$ cat src/rtl/ivt_pkg.sv
package ivt_pkg;

    localparam int BYTE_W     = 8;
    localparam int DEF_CNT_W  = 16;

    typedef enum logic [1:0] {
        ST_IDLE,
        ST_WAIT_LO,
        ST_WAIT_HI,
        ST_RUN
    } seq_state_e;

    typedef struct packed {
        logic [1:0] chan;
        logic [1:0] access;
        logic [2:0] mode;
        logic       bcd;
    } ctl_word_t;

    localparam logic [1:0] CHAN_THIS  = 2'b00;
    localparam logic [1:0] ACC_LO_HI  = 2'b11;
    localparam logic [2:0] MODE_RATE  = 3'b010;

    function automatic logic ctl_supported(ctl_word_t w);
        return (w.chan == CHAN_THIS) && (w.access == ACC_LO_HI) &&
               (w.mode == MODE_RATE) && !w.bcd;
    endfunction

endpackage

$ cat src/rtl/ivt_seq.sv
module ivt_seq
    import ivt_pkg::*;
#(
    parameter int CNT_W = DEF_CNT_W
) (
    input  logic                 clk,
    input  logic                 rst,
    input  logic                 wr_en,
    input  logic                 wr_sel_ctl,
    input  logic [BYTE_W-1:0]    wr_byte,
    output logic                 run,
    output logic                 start,
    output logic [CNT_W-1:0]     start_div,
    output logic [CNT_W-1:0]     reload_div
);

    localparam int HI_W = CNT_W - BYTE_W;

    seq_state_e          st;
    logic [BYTE_W-1:0]   lo_q;
    logic                ptr_hi;
    logic [CNT_W-1:0]    div_q;
    logic                ctl_wr;
    logic                dat_wr;
    ctl_word_t           cw;

    assign cw         = ctl_word_t'(wr_byte);
    assign ctl_wr     = wr_en && wr_sel_ctl;
    assign dat_wr     = wr_en && !wr_sel_ctl;
    assign run        = (st == ST_RUN);
    assign start      = dat_wr && (st == ST_WAIT_HI);
    assign start_div  = {wr_byte[HI_W-1:0], lo_q};
    assign reload_div = div_q;

    always_ff @(posedge clk) begin
        if (rst) begin
            st     <= ST_IDLE;
            lo_q   <= '0;
            ptr_hi <= 1'b0;
            div_q  <= '0;
        end else if (ctl_wr) begin
            st     <= ctl_supported(cw) ? ST_WAIT_LO : ST_IDLE;
            ptr_hi <= 1'b0;
        end else if (dat_wr) begin
            case (st)
                ST_WAIT_LO: begin
                    lo_q <= wr_byte;
                    st   <= ST_WAIT_HI;
                end
                ST_WAIT_HI: begin
                    div_q <= {wr_byte[HI_W-1:0], lo_q};
                    st    <= ST_RUN;
                end
                ST_RUN: begin
                    if (!ptr_hi) begin
                        lo_q   <= wr_byte;
                        ptr_hi <= 1'b1;
                    end else begin
                        div_q  <= {wr_byte[HI_W-1:0], lo_q};
                        ptr_hi <= 1'b0;
                    end
                end
                default: ;
            endcase
        end
    end

    p_ctl_stops_r8: assert property (@(posedge clk) disable iff (rst)
        ctl_wr |=> !run);

    p_run_needs_hi_r3: assert property (@(posedge clk) disable iff (rst)
        $rose(run) |-> $past(dat_wr));

endmodule

$ cat src/rtl/ivt_rate_cnt.sv
module ivt_rate_cnt
    import ivt_pkg::*;
#(
    parameter int CNT_W = DEF_CNT_W
) (
    input  logic              clk,
    input  logic              rst,
    input  logic              run,
    input  logic              start,
    input  logic [CNT_W-1:0]  start_div,
    input  logic [CNT_W-1:0]  reload_div,
    input  logic              tick,
    output logic              out_lvl,
    output logic              irq
);

    localparam int CW = CNT_W + 1;
    localparam logic [CW-1:0] ONE = CW'(1);

    function automatic logic [CW-1:0] eff_div(logic [CNT_W-1:0] d);
        logic [CW-1:0] r;
        r = {1'b0, d};
        if (d == '0) r[CNT_W] = 1'b1;
        return r;
    endfunction

    logic [CW-1:0] cnt;
    logic [CW-1:0] cnt_nx;

    always_comb begin
        if (cnt == ONE) cnt_nx = eff_div(reload_div);
        else            cnt_nx = cnt - ONE;
    end

    always_ff @(posedge clk) begin
        if (rst) begin
            cnt     <= '0;
            out_lvl <= 1'b1;
            irq     <= 1'b0;
        end else begin
            irq <= 1'b0;
            if (start) begin
                cnt     <= eff_div(start_div);
                out_lvl <= 1'b1;
            end else if (!run) begin
                out_lvl <= 1'b1;
            end else if (tick) begin
                cnt     <= cnt_nx;
                out_lvl <= (cnt_nx != ONE);
                irq     <= (cnt_nx == ONE);
            end
        end
    end

    p_irq_one_cycle_r6: assert property (@(posedge clk) disable iff (rst)
        irq |=> !irq);

    p_irq_out_low_r6: assert property (@(posedge clk) disable iff (rst)
        irq |-> !out_lvl);

    p_hold_no_tick_r10: assert property (@(posedge clk) disable iff (rst)
        (!tick && !start) |=> $stable(cnt));

    p_cnt_nonzero_r7: assert property (@(posedge clk) disable iff (rst)
        run |-> (cnt != '0));

endmodule

$ cat src/rtl/ivt_channel.sv
module ivt_channel
    import ivt_pkg::*;
#(
    parameter int CNT_W = DEF_CNT_W
) (
    input  logic              clk,
    input  logic              rst,
    input  logic              wr_en,
    input  logic              wr_sel_ctl,
    input  logic [BYTE_W-1:0] wr_byte,
    input  logic              cnt_tick,
    output logic              irq_pulse,
    output logic              out_level
);

    logic             run;
    logic             start;
    logic [CNT_W-1:0] start_div;
    logic [CNT_W-1:0] reload_div;

    ivt_seq #(.CNT_W(CNT_W)) u_seq (
        .clk        (clk),
        .rst        (rst),
        .wr_en      (wr_en),
        .wr_sel_ctl (wr_sel_ctl),
        .wr_byte    (wr_byte),
        .run        (run),
        .start      (start),
        .start_div  (start_div),
        .reload_div (reload_div)
    );

    ivt_rate_cnt #(.CNT_W(CNT_W)) u_cnt (
        .clk        (clk),
        .rst        (rst),
        .run        (run),
        .start      (start),
        .start_div  (start_div),
        .reload_div (reload_div),
        .tick       (cnt_tick),
        .out_lvl    (out_level),
        .irq        (irq_pulse)
    );

    p_idle_no_irq_r3: assert property (@(posedge clk) disable iff (rst)
        !run |=> !irq_pulse);

    p_idle_out_high_r1: assert property (@(posedge clk) disable iff (rst)
        (!run && !$past(run)) |-> out_level);

endmodule

$ cat config.mk
export PLATFORM = sky130hd
export DESIGN_NAME = ivt_channel
export DESIGN_NICKNAME = d
export VERILOG_FILES = /design/src/rtl/ivt_pkg.sv /design/src/rtl/ivt_seq.sv /design/src/rtl/ivt_rate_cnt.sv /design/src/rtl/ivt_channel.sv
export SDC_FILE = /design/constraint.sdc
export NUM_CORES = 1
export LEC_CHECK = 0
export ABC_AREA = 1
export BUFFER_PORTS_ARGS = -buffer_cell sky130_fd_sc_hd__buf_2
export CORE_MARGIN = 4
export CORE_UTILIZATION = 61
export DETAILED_ROUTE_END_ITERATION = 8
export PLACE_DENSITY = 0.79
export SYNTH_ARGS = -nofsm -noshare
export SYNTH_HDL_FRONTEND = slang
export SYNTH_HIERARCHICAL = 1
export SYNTH_SLANG_ARGS = --single-unit
$ cat constraint.sdc
create_clock -name clk -period 1.95 [get_ports clk]
set_input_delay 0.2925 -clock clk [delete_from_list [all_inputs] [get_ports clk]]
set_output_delay 0.2925 -clock clk [all_outputs]
set_load 0.05 [all_outputs]
==> summary.md <==
| Metric | Value |
|---|---|
| Outcome | `completed` |
| Final Hold Viols | `0` |
| Nets | `513` |
| PwrDens | `518 nW/µm²` |
| Vias in the first global route | `2849` |
| Total power | `1740 µW` |
| Post-synth cell types | `36` |
| Critical Path Fanout Max | `8` |
| Setup WS pre-CTS | `-21.2 ps` |
| DR WL/cell | `13.7 µm` |
| Leading post-synthesis cells by cell area | `dfxtp_1, nand2_1, nor2_1` |
| Wirelength, routed | `7.60 mm` |
| Final Non-Filler Cells | `553` |
| Overflow left after global routing | `0` |
| Initial Util | `0.629` |
| CP Class | `reg -> reg` |
| Initial antenna violation count | `0` |
| Final antenna-violating net count | `0` |
| Die Y | `77.6 µm` |
| Syn avg cell area | `6.16 µm²` |
| DR vias/cell | `5.55` |
| Post-Synthesis Cells | `479` |
| Crit share post-route | `0.952` |
| DR DRC count | `0` |
| Fin Clk Skew | `4.07 ps` |
| Vias post-DR | `3070` |
| Commonest cells in the netlist | `nand2_1, nor2_1, nand3_1, dfxtp_1, inv_1` |
| CTS Hold Bufs | `0` |
| M1 WL | `3.34 mm` |
| Slew headroom | `0.632` |
| Worst Path Arrival | `2060 ps` |
| Global-route wire length before repair | `12.8 mm` |
| Met3 WL | `433 µm` |
| Met2 routed WL | `3.65 mm` |
| DIE AREA | `6020 µm²` |
| Critical Path Start Type | `register` |
| Post-Syn Nets | `494` |
| Yosys warnings | `6` |
| Minimum clock period | `1860 ps` |
| Num rows | `25` |
| Fmax | `0.539 GHz` |
| Top Metal Used | `met4` |
| CTS clk-pin slew, worst paths | `90 ps` |
| Total CTS buffers | `5` |
| Clock buffer depth | `2` |
| Inst Count DP | `538` |
| IO Pins | `15` |
| Slew Limit Fails | `0` |
| Static Leak | `0.00152 µW` |
| Later-pin clock latency in the skew report | `300 ps` |
| Root Buffer | `clkbuf_8` |
| Area of the mapped netlist | `2950 µm²` |
| P&R area growth vs syn | `13.5%` |
| Worst hold path type | `in -> reg` |
| Core area | `4690 µm²` |
| Top_reg_cell synth | `dfxtp_1` |
| Number of flops mapped to enable cells by yosys | `0` |
| First drt pass iteration count | `5` |
| Total track usage | `0.260` |
| Critical Path Sink Type | `register` |
| Largest net degree at the start of global routing | `19` |
| Worst-Margin Slew | `552 ps` |
| Buffers added on ports | `14` |
| Number of diodes | `0` |
| CTS sink count | `46` |
| Ys async rst share | `0` |
| Depth of the CTS H-tree | `2` |
| Worst Setup Slack, final | `94.1 ps` |
| Count leader, synth | `nand2_1` |
| WP data required | `2150 ps` |
| DP HPWL | `5.64 mm` |
| # Max-Cap Violations | `0` |
| VDD IR max | `0.000417 V` |
| Final setup viols | `0` |
| Sequential share of the synthesized area | `0.312` |
| Die width | `77.6 µm` |
| Gpl congestion | `0.942` |
| Top-area cell type share of the netlist area | `0.312` |
| DRT iter0 DRCs | `312` |
| CTS tree | `done` |
| Yosys top cell by area | `dfxtp_1` |
| Layout cell share with drive strength beyond 1 | `0.202` |
| Yosys reg bits | `46` |
cells in the final DEF (no fill, tap or decap), drive strengths merged, types with 2 or more instances in the layout:
master	n
nand3	50
nor2	83
buf	34
nand4	3
nand2	161
a21oi	14
or2	3
nor3	3
clkbuf	5
nand3b	12
ha	2
dfxtp	46
o21ai	13
a31oi	12
nor4	4
inv	45
clkinvlp	2
layout make-up:
cell class / instances / area (µm²)
timing repair buffer: 34 / 231
inverter: 46 / 173
clock buffer: 5 / 68.8
multi-input combinational: 365 / 1840
sequential: 46 / 923
clock inverter: 3 / 45.0
tap: 54 / 67.6
fill: 410 / 1340
power by group:
| part | internal, µW | switching, µW | leakage, µW |
|---|---|---|---|
| registers | 938 | 0.127 | 0.000371 |
| logic | 25.6 | 54.3 | 0.00110 |
| clock network | 381 | 336 | 0.0000504 |
per-stage QoR:
step	hold slack [ps]	instance area, µm²	util	setup TNS [ps]
5_1_grt	307	3350	0.714	-28.6
3_5_place_dp	450	3060	0.651	-47.8
4_1_cts	274	3180	0.678	0
6_report	273	3350	0.714	0
3_3_place_gp	443	3060	0.651	0
2_1_floorplan	362	2950	-	0
state kept, by name (all words and copies together) (netlist names):
name	count
u_seq/lo_q	8
u_cnt/irq	1
u_seq/st	2
u_cnt/cnt	17
u_seq/reload_div	16
u_cnt/out_lvl	1
u_seq/ptr_hi	1
critical path, cell delays in order (launching register included):
cell	delay, ps
dfxtp_2	340
inv_2	50
ha_4	150
inv_2	30
nor2_1	30
nand2_1	90
nor2_4	60
nand2_4	130
buf_6	140
buf_6	100
nand2_2	60
nand2_2	90
nand3_2	90
nor2_4	150
nand3_2	90
o21bai_2	100
nand2_1	50
worst paths after layout:
kind / startpoint / endpoint / slack (ps) / cells after the start
hold reg to reg: u_cnt/out_lvl / u_cnt/out_lvl / 470 / 2
setup / recovery: u_cnt/cnt[1] / u_cnt/out_lvl / 90 / 16
setup reg to reg: u_cnt/cnt[1] / u_cnt/out_lvl / 90 / 16
hold / removal: wr_en / u_seq/st[1] / 270 / 3
repair_timing:
action	4_1_cts	5_1_grt
gates cloned	0	0
hold endpoints to repair	0	0
setup endpoints to repair	1	11
setup buffers	0	7
pin swaps	0	14
resized for setup	2	41
logic make-up after synthesis:
family,synth area share
AO/OA/AOI/OAI,0.0814
XOR/XNOR,0.00593
adder cells (fa/ha/maj),0.00847
buffers and inverters,0.103
flip-flops,0.312
AND/OR/NAND/NOR,0.489
layer usage:
layer  up-vias  track usage
li1       1551            -
met1      1384        0.338
met2       118        0.431
met3        17       0.0371
met4         0        0.110
met5         -            0
Note: power is estimated with default switching activity, not from simulation.
